<file path="config.mk">
export PLATFORM = sky130hd
export DESIGN_NAME = autorepeat_refcnt
export DESIGN_NICKNAME = d
export VERILOG_FILES = /design/src/rtl/refcnt_pkg.sv /design/src/rtl/refcnt_sync.sv /design/src/rtl/refcnt_debounce.sv /design/src/rtl/refcnt_ctrl.sv /design/src/rtl/autorepeat_refcnt.sv
export SDC_FILE = /design/constraint.sdc
export NUM_CORES = 1
export LEC_CHECK = 0
export BUFFER_PORTS_ARGS = -buffer_cell sky130_fd_sc_hd__buf_4
export CAP_MARGIN = 10
export CELL_PAD_IN_SITES_DETAIL_PLACEMENT = 1
export CELL_PAD_IN_SITES_GLOBAL_PLACEMENT = 1
export CORE_MARGIN = 8
export CORE_UTILIZATION = 30
export CTS_BUF_LIST = sky130_fd_sc_hd__clkbuf_16
export DETAILED_ROUTE_END_ITERATION = 12
export PLACE_DENSITY = 0.59
export SYNTH_ARGS = -nofsm -noshare
export SYNTH_HDL_FRONTEND = slang
export SYNTH_SLANG_ARGS = --single-unit
</file>
<file path="constraint.sdc">
create_clock -name clk -period 3.8 [get_ports clk]
set_clock_uncertainty 0.1 [all_clocks]
set_input_delay 0.76 -clock clk [delete_from_list [all_inputs] [get_ports clk]]
set_output_delay 0.76 -clock clk [all_outputs]
set_load 0.005 [all_outputs]
</file>
<file path="src/rtl/refcnt_pkg.sv">
package refcnt_pkg;

    // Six controller states; TAP and AUTO are one-cycle increment states.
    typedef enum logic [2:0] {
        ST_IDLE = 3'd0,   // button up, waiting
        ST_ARM  = 3'd1,   // button down, timing the first hold delay
        ST_TAP  = 3'd2,   // single step after a short press
        ST_RPT  = 3'd3,   // button down, timing the repeat interval
        ST_AUTO = 3'd4,   // automatic step
        ST_FULL = 3'd5    // wait for release (at ceiling or after reload)
    } ctl_st_e;

    // Debounced button view handed from the input path to the controller.
    typedef struct packed {
        logic level;
    } btn_view_t;

    function automatic int unsigned cnt_bits(input int unsigned limit);
        return (limit < 2) ? 1 : $clog2(limit + 1);
    endfunction

    function automatic int unsigned max2(input int unsigned a, input int unsigned b);
        return (a > b) ? a : b;
    endfunction

endpackage

</file>
<file path="src/rtl/refcnt_sync.sv">
module refcnt_sync #(
    parameter int unsigned STAGES = 2
) (
    input  logic clk,
    input  logic rst,
    input  logic d_i,
    output logic q_o
);
    logic [STAGES-1:0] chain_q;

    generate
        if (STAGES == 1) begin : g_single
            always_ff @(posedge clk) begin
                if (rst) chain_q <= '0;
                else     chain_q <= d_i;
            end
        end else begin : g_multi
            always_ff @(posedge clk) begin
                if (rst) chain_q <= '0;
                else     chain_q <= {chain_q[STAGES-2:0], d_i};
            end
        end
    endgenerate

    assign q_o = chain_q[STAGES-1];
endmodule

</file>
<file path="src/rtl/refcnt_debounce.sv">
module refcnt_debounce
    import refcnt_pkg::*;
#(
    parameter int unsigned DEB_CYC = 4
) (
    input  logic      clk,
    input  logic      rst,
    input  logic      lvl_i,
    output btn_view_t view_o
);
    localparam int unsigned CW = cnt_bits(DEB_CYC);
    localparam logic [CW-1:0] LAST = CW'(DEB_CYC - 1);

    logic [CW-1:0] run_q;
    logic          db_q;

    always_ff @(posedge clk) begin
        if (rst) begin
            run_q <= '0;
            db_q  <= 1'b0;
        end else if (lvl_i == db_q) begin
            run_q <= '0;
        end else if (run_q == LAST) begin
            run_q <= '0;
            db_q  <= lvl_i;
        end else begin
            run_q <= run_q + CW'(1);
        end
    end

    assign view_o.level = db_q;

    // the debounced level only moves to a value its input already held
    a_r2_follow_input: assert property (@(posedge clk) disable iff (rst)
        !$stable(db_q) |-> ($past(lvl_i) == db_q));
endmodule

</file>
<file path="src/rtl/refcnt_ctrl.sv">
module refcnt_ctrl
    import refcnt_pkg::*;
#(
    parameter int unsigned VAL_W      = 8,
    parameter int unsigned INIT_VAL   = 0,
    parameter int unsigned MAX_VAL    = 255,
    parameter int unsigned HOLD_CYC   = 100_000_000,
    parameter int unsigned REPEAT_CYC = 25_000_000
) (
    input  logic             clk,
    input  logic             rst,
    input  btn_view_t        btn_i,
    output logic [VAL_W-1:0] val_o,
    output logic             full_o
);
    localparam int unsigned   TW        = cnt_bits(max2(HOLD_CYC, REPEAT_CYC));
    localparam logic [TW-1:0] HOLD_LAST = TW'(HOLD_CYC - 1);
    localparam logic [TW-1:0] RPT_LAST  = TW'(REPEAT_CYC - 1);
    localparam logic [TW-1:0] TMR_TOP   = '1;
    localparam logic [VAL_W-1:0] INIT_V = VAL_W'(INIT_VAL);
    localparam logic [VAL_W-1:0] MAX_V  = VAL_W'(MAX_VAL);

    ctl_st_e          st_q, st_d;
    logic [TW-1:0]    tmr_q;
    logic [VAL_W-1:0] val_q, val_d;
    logic             top_hit, pressed;

    assign top_hit = (val_q == MAX_V);
    assign pressed = btn_i.level;

    always_comb begin
        st_d  = st_q;
        val_d = val_q;
        unique case (st_q)
            ST_IDLE: begin
                if (pressed) begin
                    if (top_hit) begin
                        val_d = INIT_V;
                        st_d  = ST_FULL;
                    end else begin
                        st_d  = ST_ARM;
                    end
                end
            end
            ST_ARM: begin
                if (!pressed)                st_d = ST_TAP;
                else if (tmr_q == HOLD_LAST) st_d = ST_AUTO;
            end
            ST_TAP: begin
                st_d = ST_IDLE;
                if (!top_hit) val_d = val_q + VAL_W'(1);
            end
            ST_RPT: begin
                if (top_hit)                st_d = ST_FULL;
                else if (!pressed)          st_d = ST_IDLE;
                else if (tmr_q == RPT_LAST) st_d = ST_AUTO;
            end
            ST_AUTO: begin
                st_d = ST_RPT;
                if (!top_hit) val_d = val_q + VAL_W'(1);
            end
            ST_FULL: begin
                if (!pressed) st_d = ST_IDLE;
            end
            default: st_d = ST_IDLE;
        endcase
    end

    always_ff @(posedge clk) begin
        if (rst) begin
            st_q  <= ST_IDLE;
            val_q <= INIT_V;
            tmr_q <= '0;
        end else begin
            st_q  <= st_d;
            val_q <= val_d;
            if (st_d != st_q)        tmr_q <= '0;
            else if (tmr_q != TMR_TOP) tmr_q <= tmr_q + TW'(1);
        end
    end

    assign val_o  = val_q;
    assign full_o = top_hit;

    // value stays within the ceiling
    a_r6_no_overflow: assert property (@(posedge clk) disable iff (rst)
        val_q <= MAX_V);
    // the value moves only by one step up or back to its start
    a_r3_single_step: assert property (@(posedge clk) disable iff (rst)
        !$stable(val_q) |-> ((val_q == $past(val_q) + VAL_W'(1)) || (val_q == INIT_V)));
    // timer restarts after every state change
    a_r8_timer_clear: assert property (@(posedge clk) disable iff (rst)
        (st_d != st_q) |=> (tmr_q == '0));
    // unconditional exits of the two step states
    a_r8_tap_exit: assert property (@(posedge clk) disable iff (rst)
        (st_q == ST_TAP) |=> (st_q == ST_IDLE));
    a_r8_auto_exit: assert property (@(posedge clk) disable iff (rst)
        (st_q == ST_AUTO) |=> (st_q == ST_RPT));
endmodule

</file>
<file path="src/rtl/autorepeat_refcnt.sv">
module autorepeat_refcnt
    import refcnt_pkg::*;
#(
    parameter int unsigned VAL_W      = 8,
    parameter int unsigned INIT_VAL   = 0,
    parameter int unsigned MAX_VAL    = 255,
    parameter int unsigned HOLD_CYC   = 100_000_000,
    parameter int unsigned REPEAT_CYC = 25_000_000,
    parameter int unsigned DEB_CYC    = 500_000,
    parameter int unsigned SYNC_STAGES = 2
) (
    input  logic             clk,
    input  logic             rst,
    input  logic             btn_raw,
    output logic [VAL_W-1:0] ref_val,
    output logic             at_max
);
    logic      btn_sync;
    btn_view_t btn_db;

    refcnt_sync #(.STAGES(SYNC_STAGES)) u_sync (
        .clk (clk),
        .rst (rst),
        .d_i (btn_raw),
        .q_o (btn_sync)
    );

    refcnt_debounce #(.DEB_CYC(DEB_CYC)) u_deb (
        .clk    (clk),
        .rst    (rst),
        .lvl_i  (btn_sync),
        .view_o (btn_db)
    );

    refcnt_ctrl #(
        .VAL_W      (VAL_W),
        .INIT_VAL   (INIT_VAL),
        .MAX_VAL    (MAX_VAL),
        .HOLD_CYC   (HOLD_CYC),
        .REPEAT_CYC (REPEAT_CYC)
    ) u_ctrl (
        .clk    (clk),
        .rst    (rst),
        .btn_i  (btn_db),
        .val_o  (ref_val),
        .full_o (at_max)
    );

    // flag and value agree at the ports
    a_r6_flag_match: assert property (@(posedge clk) disable iff (rst)
        at_max == (ref_val == VAL_W'(MAX_VAL)));
endmodule

</file>
Word-level counts from Yosys, hierarchy flattened:

Cells that the tools add are included.

* bits in registers: 60
* input bits: 3

* add/subtract/negate cells: 3
* eq/ne operators: 15
* mux-type cells: 13
* bitwise logic cells: 1
* reductions and logical operators: 7

Operator list (count)
* 27-bit by 1-bit adder with 27-bit output (second input constant): 1
* 27-bit by 25-bit == test with 1-bit output (second input constant): 1
* 27-bit == test (second input constant): 1
* 27-bit inequality test (second input constant): 1
* 3-bit 2-to-1 mux: 8
* 8-bit 2-to-1 mux: 3
* 19-bit by 1-bit adder with 19-bit output (second input constant): 1
* 19-bit == test (second input constant): 1
* 8-bit one-hot mux with 2 select lines: 1
* 3-bit one-hot mux with 5 select lines: 1
* 8-bit by 1-bit adder with 8-bit output (second input constant): 1
* 8-bit == test (second input constant): 1
* 3-bit by 2-bit == test with 1-bit output (second input constant): 2
* 3-bit == test (second input constant): 2
* 2-bit inequality test (second input constant): 3
* 4-bit AND reduction: 1
* 2-bit OR reduction: 2
* 3-bit by 1-bit == test with 1-bit output (second input constant): 1
* 3-bit logical NOT: 1
* 3-bit inequality test: 1
* 3-bit OR reduction: 1
* 2-bit AND reduction: 1
* 2-bit nonzero test: 1
* 1-bit == test: 1
* 1-bit inverter: 1

Longest topological paths before layout:

* word-level depth: 7
* mapped depth: 9
* depth with buffers taken out: 7

Cells and area by module:

Synthesis repeated with hierarchy kept, for this count alone.

* cell total of the unflattened synthesis: 351
* area, all modules: 3044.2 um^2

By module, submodules not included
* refcnt_ctrl: times used 1, cells each 237, area an instance 2021.9 um^2
* refcnt_debounce: times used 1, cells each 110, area an instance 969.7 um^2
* refcnt_sync: times used 1, cells each 4, area an instance 52.6 um^2

Worst setup path before layout:

OpenSTA, ideal clock, no wires.

* kind: register to register
* from: register u_ctrl.tmr_q[15]
* to: register u_ctrl.tmr_q[26]
* library setup time: 0.115 ns
* arrival: 2.224 ns
* slack: 1.361 ns
* stages on the path, launching flop included: 8
* buffers on the path: 1
* clock period less this slack: 2.439 ns
* path through: dfxtp_1 or4b_1 or4_1 o41ai_2 or3_1 a2bb2oi_4 buf_6 nor2_1

* cells in the longest elaborated chain, start to end: 7
* elaborated cells between the ends (all ways): 12
* those cells by class: add/sub: 1; eq/ne: 4; mux: 6; reduce/logical: 1

RTL lines
* start, declared: RTL line refcnt_ctrl.sv:24 `logic [TW-1:0] tmr_q;`
* start signal, assigned: RTL line refcnt_ctrl.sv:78 `else if (tmr_q != TMR_TOP) tmr_q <= tmr_q + TW'(1);`
* 27-bit by 25-bit == test with 1-bit output: RTL line refcnt_ctrl.sv:56 `else if (tmr_q == RPT_LAST) st_d = ST_AUTO;`
* 3-bit 2-to-1 mux: RTL line refcnt_ctrl.sv:56
* 3-bit 2-to-1 mux: RTL line refcnt_ctrl.sv:55 `else if (!pressed) st_d = ST_IDLE;`
* 3-bit 2-to-1 mux: RTL line refcnt_ctrl.sv:54 `if (top_hit) st_d = ST_FULL;`
* 3-bit one-hot mux with 5 select lines: RTL line refcnt_ctrl.sv:34 `unique case (st_q)`
* 3-bit inequality test: RTL line refcnt_ctrl.sv:77 `if (st_d != st_q) tmr_q <= '0;`
* 2-bit OR reduction (no source line)

Several ways; a longest one is shown, not always the timed one.
A chain may end at the register's enable or synchronous reset.

Worst setup path in the final report:

* from: register u_ctrl.tmr_q[15]
* to: register u_ctrl.tmr_q[24]

Same word-level chain as after synthesis.

==> impl_metrics.csv <==
group,metric,value,unit
floorplanning,placementRows,35,
clock_tree,insertion_delay,0.33,ns
floorplanning,dieWidth,114,um
sta,finalSetupViolCount,0,
detailed_routing,drt_pass1_iterations,4,
logic_synthesis,syn-cell-area,2860,um^2
place,dpl.hpwl,4570,um
global_route,grt_usage,10.9,%
place,numPortBuffers,11,
setup_path,endpoint_kind,"register",
logic_synthesis,yosysWarnings,0,
floorplanning,start_util,31.0,%
clock_tree,cts-resized-gates,0,
finish,num-fill-cells,1099,
sta,period_share,76.2,%
finish,drive_above_1_share,7.37,%
clock_tree,cts_hold_buffers,0,
global_route,gr-total-overflow,0,
pwr,peakVddDrop,0.228,mV
global_route,grt_max_degree,28,
logic_synthesis,synthCells,336,
clock_tree,h-tree-depth,3,
sta,hold_viol,0,
floorplanning,ioPinCount,12,
finish,multi_input_area,1600,um^2
sta,slew_headroom,50.6,%
logic_synthesis,synth_cell_types,42,
logic_synthesis,synthesis.nets,342,
finish,area_growth,15.6,%
finish,antenna_cells,0,
outcome,status,"finished, final reports clean",
clock_tree,cts_sinks,60,
clock_tree,path_clk_slew,0.05,ns
global_route,antenna_found_initial,0,
pwr,cellPowerDensity,410,nW/um^2
logic_synthesis,synth_ff_type,"dfxtp_1",
detailed_routing,routedWlPerCell,13.5,um
logic_synthesis,synth.avg_cell_area,8.52,um^2
setup_path,crit_type,"register to register",
setup_path,cp_max_fo,27,
floorplanning,die_h,114,um
finish,instances_no_fill,482,
sta,fin_crit,2.89,ns
detailed_routing,drc,0,
floorplanning,design.core.area,9240,um^2
detailed_routing,vias,2326,
logic_synthesis,synth_edf_count,0,
finish,seqCellArea,1200,um^2
setup_path,worstPathRequired,3.88,ns
place,place_congestion,0.787,
detailed_routing,vias_per_cell,4.83,
logic_synthesis,async_reset_ff_share,0,%
finish,final_net_count,354,
sta,rsz0062_at_grt,"no",
worst_hold_path,min_path_cells,1,
clock_tree,cts_setup_buffers,0,
setup_path,arrival,2.97,ns
clock_tree,cts_buffers,9,
logic_synthesis,seq_area_frac_synth,41.9,%
logic_synthesis,ys_ff_latch,60,
global_route,grt_pass1_vias,2384,
sta,tns,0,ns
sta,worst_pin_slew,0.739,ns
place,dp_cells,466,
sta,max_clock_freq,346,MHz
clock_tree,root_buffer,"clkbuf_16",
setup_path,critPathLaunchType,"register",
clock_tree,cts_tree,"built",
worst_hold_path,hold_path_class,"register to register",
flow_run,drv_cap,0,
global_route,grt_pass1_wl,11100,um
floorplanning,dieArea,12900,um^2
setup_path,r2r_cells,6,
detailed_routing,wirelength,6530,um
clock_tree,clockBufferDepth,2,
pwr,leakagePower,1.15,nW
detailed_routing,drt_iter0_markers,104,
sta,maxSlewViolCount,0,
detailed_routing,postRouteAntennaNets,0,
-- synth_stat cells, types with 2 or more instances --
cell | count | area (um^2)
clkbuf_1 | 8 | 30.0
nand3_1 | 21 | 105
buf_6 | 2 | 22.5
a211oi_1 | 2 | 15.0
xor2_1 | 26 | 228
o21bai_1 | 2 | 15.0
xnor2_1 | 21 | 184
nor2b_1 | 5 | 31.3
nand2b_1 | 5 | 31.3
and3_1 | 13 | 81.3
nor2_1 | 73 | 274
dfxtp_1 | 60 | 1200
nor4b_1 | 3 | 26.3
or4_1 | 2 | 15.0
or3_1 | 3 | 18.8
ha_1 | 3 | 37.5
inv_1 | 3 | 11.3
nor4_1 | 4 | 25.0
a21oi_1 | 6 | 30.0
and2_1 | 3 | 18.8
nand2_1 | 20 | 75.1
a31oi_1 | 2 | 12.5
and4_1 | 6 | 52.6
nor3_1 | 10 | 50.1
nand4_1 | 16 | 100
-- layout by cell type, fill, tap and decap left out, types with 2 or more instances in the layout --
master	count
nor2_1	73
or3_1	3
nand2b_1	5
and2_1	3
nand2_1	20
nor4_1	4
nand3_1	21
nand4_1	16
xor2_1	26
buf_4	11
dfxtp_1	60
inv_1	7
o21bai_1	2
a21oi_1	6
and4_1	6
nor3_1	10
nor4b_1	3
clkbuf_16	9
a211oi_1	2
clkinv_2	2
or4_1	2
nor2b_1	5
xnor2_1	21
a31oi_1	2
ha_1	3
and3_1	13
-- per-layer routing --
metal	global-route usage [%]	wire length, um	vias to the layer above
li1	-	-	1187
met1	13.2	3330	1109
met2	16.9	2880	18
met3	3.70	191	12
met4	5.33	129	0
met5	0	0	-
-- final cells by class --
| class | instances | share of cell area [%] |
|---|---|---|
| multi-input combinational | 263 | 48.3 |
| sequential | 60 | 36.3 |
| clock buffer | 9 | 6.81 |
| tap | 129 | 4.88 |
| timing repair buffer | 11 | 2.50 |
| clock inverter | 7 | 0.870 |
| inverter | 3 | 0.340 |
-- sequential cells by signal (all words and copies together), names as in the netlist --
register	flops
u_deb.view_o	1
u_ctrl.st_q	3
u_ctrl.tmr_q	27
u_deb.run_q	19
u_ctrl.val_o	8
u_sync.chain_q	2
-- report_power, final --
group / internal, mW / leakage (nW) / switching (mW)
registers: 0.634 / 0.484 / 0.00338
clock network: 0.426 / 0.142 / 0.272
logic: 0.00736 / 0.521 / 0.0132
total: 1.07 / 1.15 / 0.289
-- kinds of logic (layout without fill, tap and decap cells) --
group | count (synthesis) | after routing | share of synthesized area, %
and+or+nand+nor | 190 | 190 | 33.5
DFF | 60 | 60 | 41.9
xor gates and xnor gates | 47 | 47 | 14.4
AOI/OAI and AO/OA | 21 | 21 | 5.94
buffers and inverters | 13 | 30 | 2.23
adders and majority gates | 3 | 3 | 1.31
muxes | 2 | 2 | 0.743
-- worst max-delay path: stages (launching register included) --
cell and delay (ns):
dfxtp_1 0.35, or4b_1 0.51, or4_1 0.45, o41ai_2 0.38, or3_1 0.22, a2bb2oi_4 0.59, nor3_1 0.13
-- stage by stage --
| stage | hold WS, ns | total power [mW] | util [%] | setup slack, ns | cell area [um^2] |
|---|---|---|---|---|---|
| after floorplan | 0.314 | 0.667 | - | 1.36 | 2860 |
| after global placement | 0.332 | 0.671 | 33.1 | 0.929 | 3060 |
| after detailed placement | 0.326 | 0.672 | 33.1 | 0.868 | 3060 |
| after CTS | 0.354 | 1.39 | 35.8 | 0.855 | 3310 |
| after global routing | 0.376 | 1.42 | 35.8 | 0.734 | 3310 |
| final | 0.348 | 1.36 | 35.8 | 0.906 | 3310 |
-- final timing paths --
path | to | slack, ns | from
max | u_ctrl.tmr_q[24] | 0.91 | u_ctrl.tmr_q[15]
min | u_sync.chain_q[1] | 0.35 | u_sync.chain_q[0]
max reg2reg | u_ctrl.tmr_q[24] | 0.91 | u_ctrl.tmr_q[15]
min reg2reg | u_sync.chain_q[1] | 0.35 | u_sync.chain_q[0]
(Power assumes the default switching activity.)
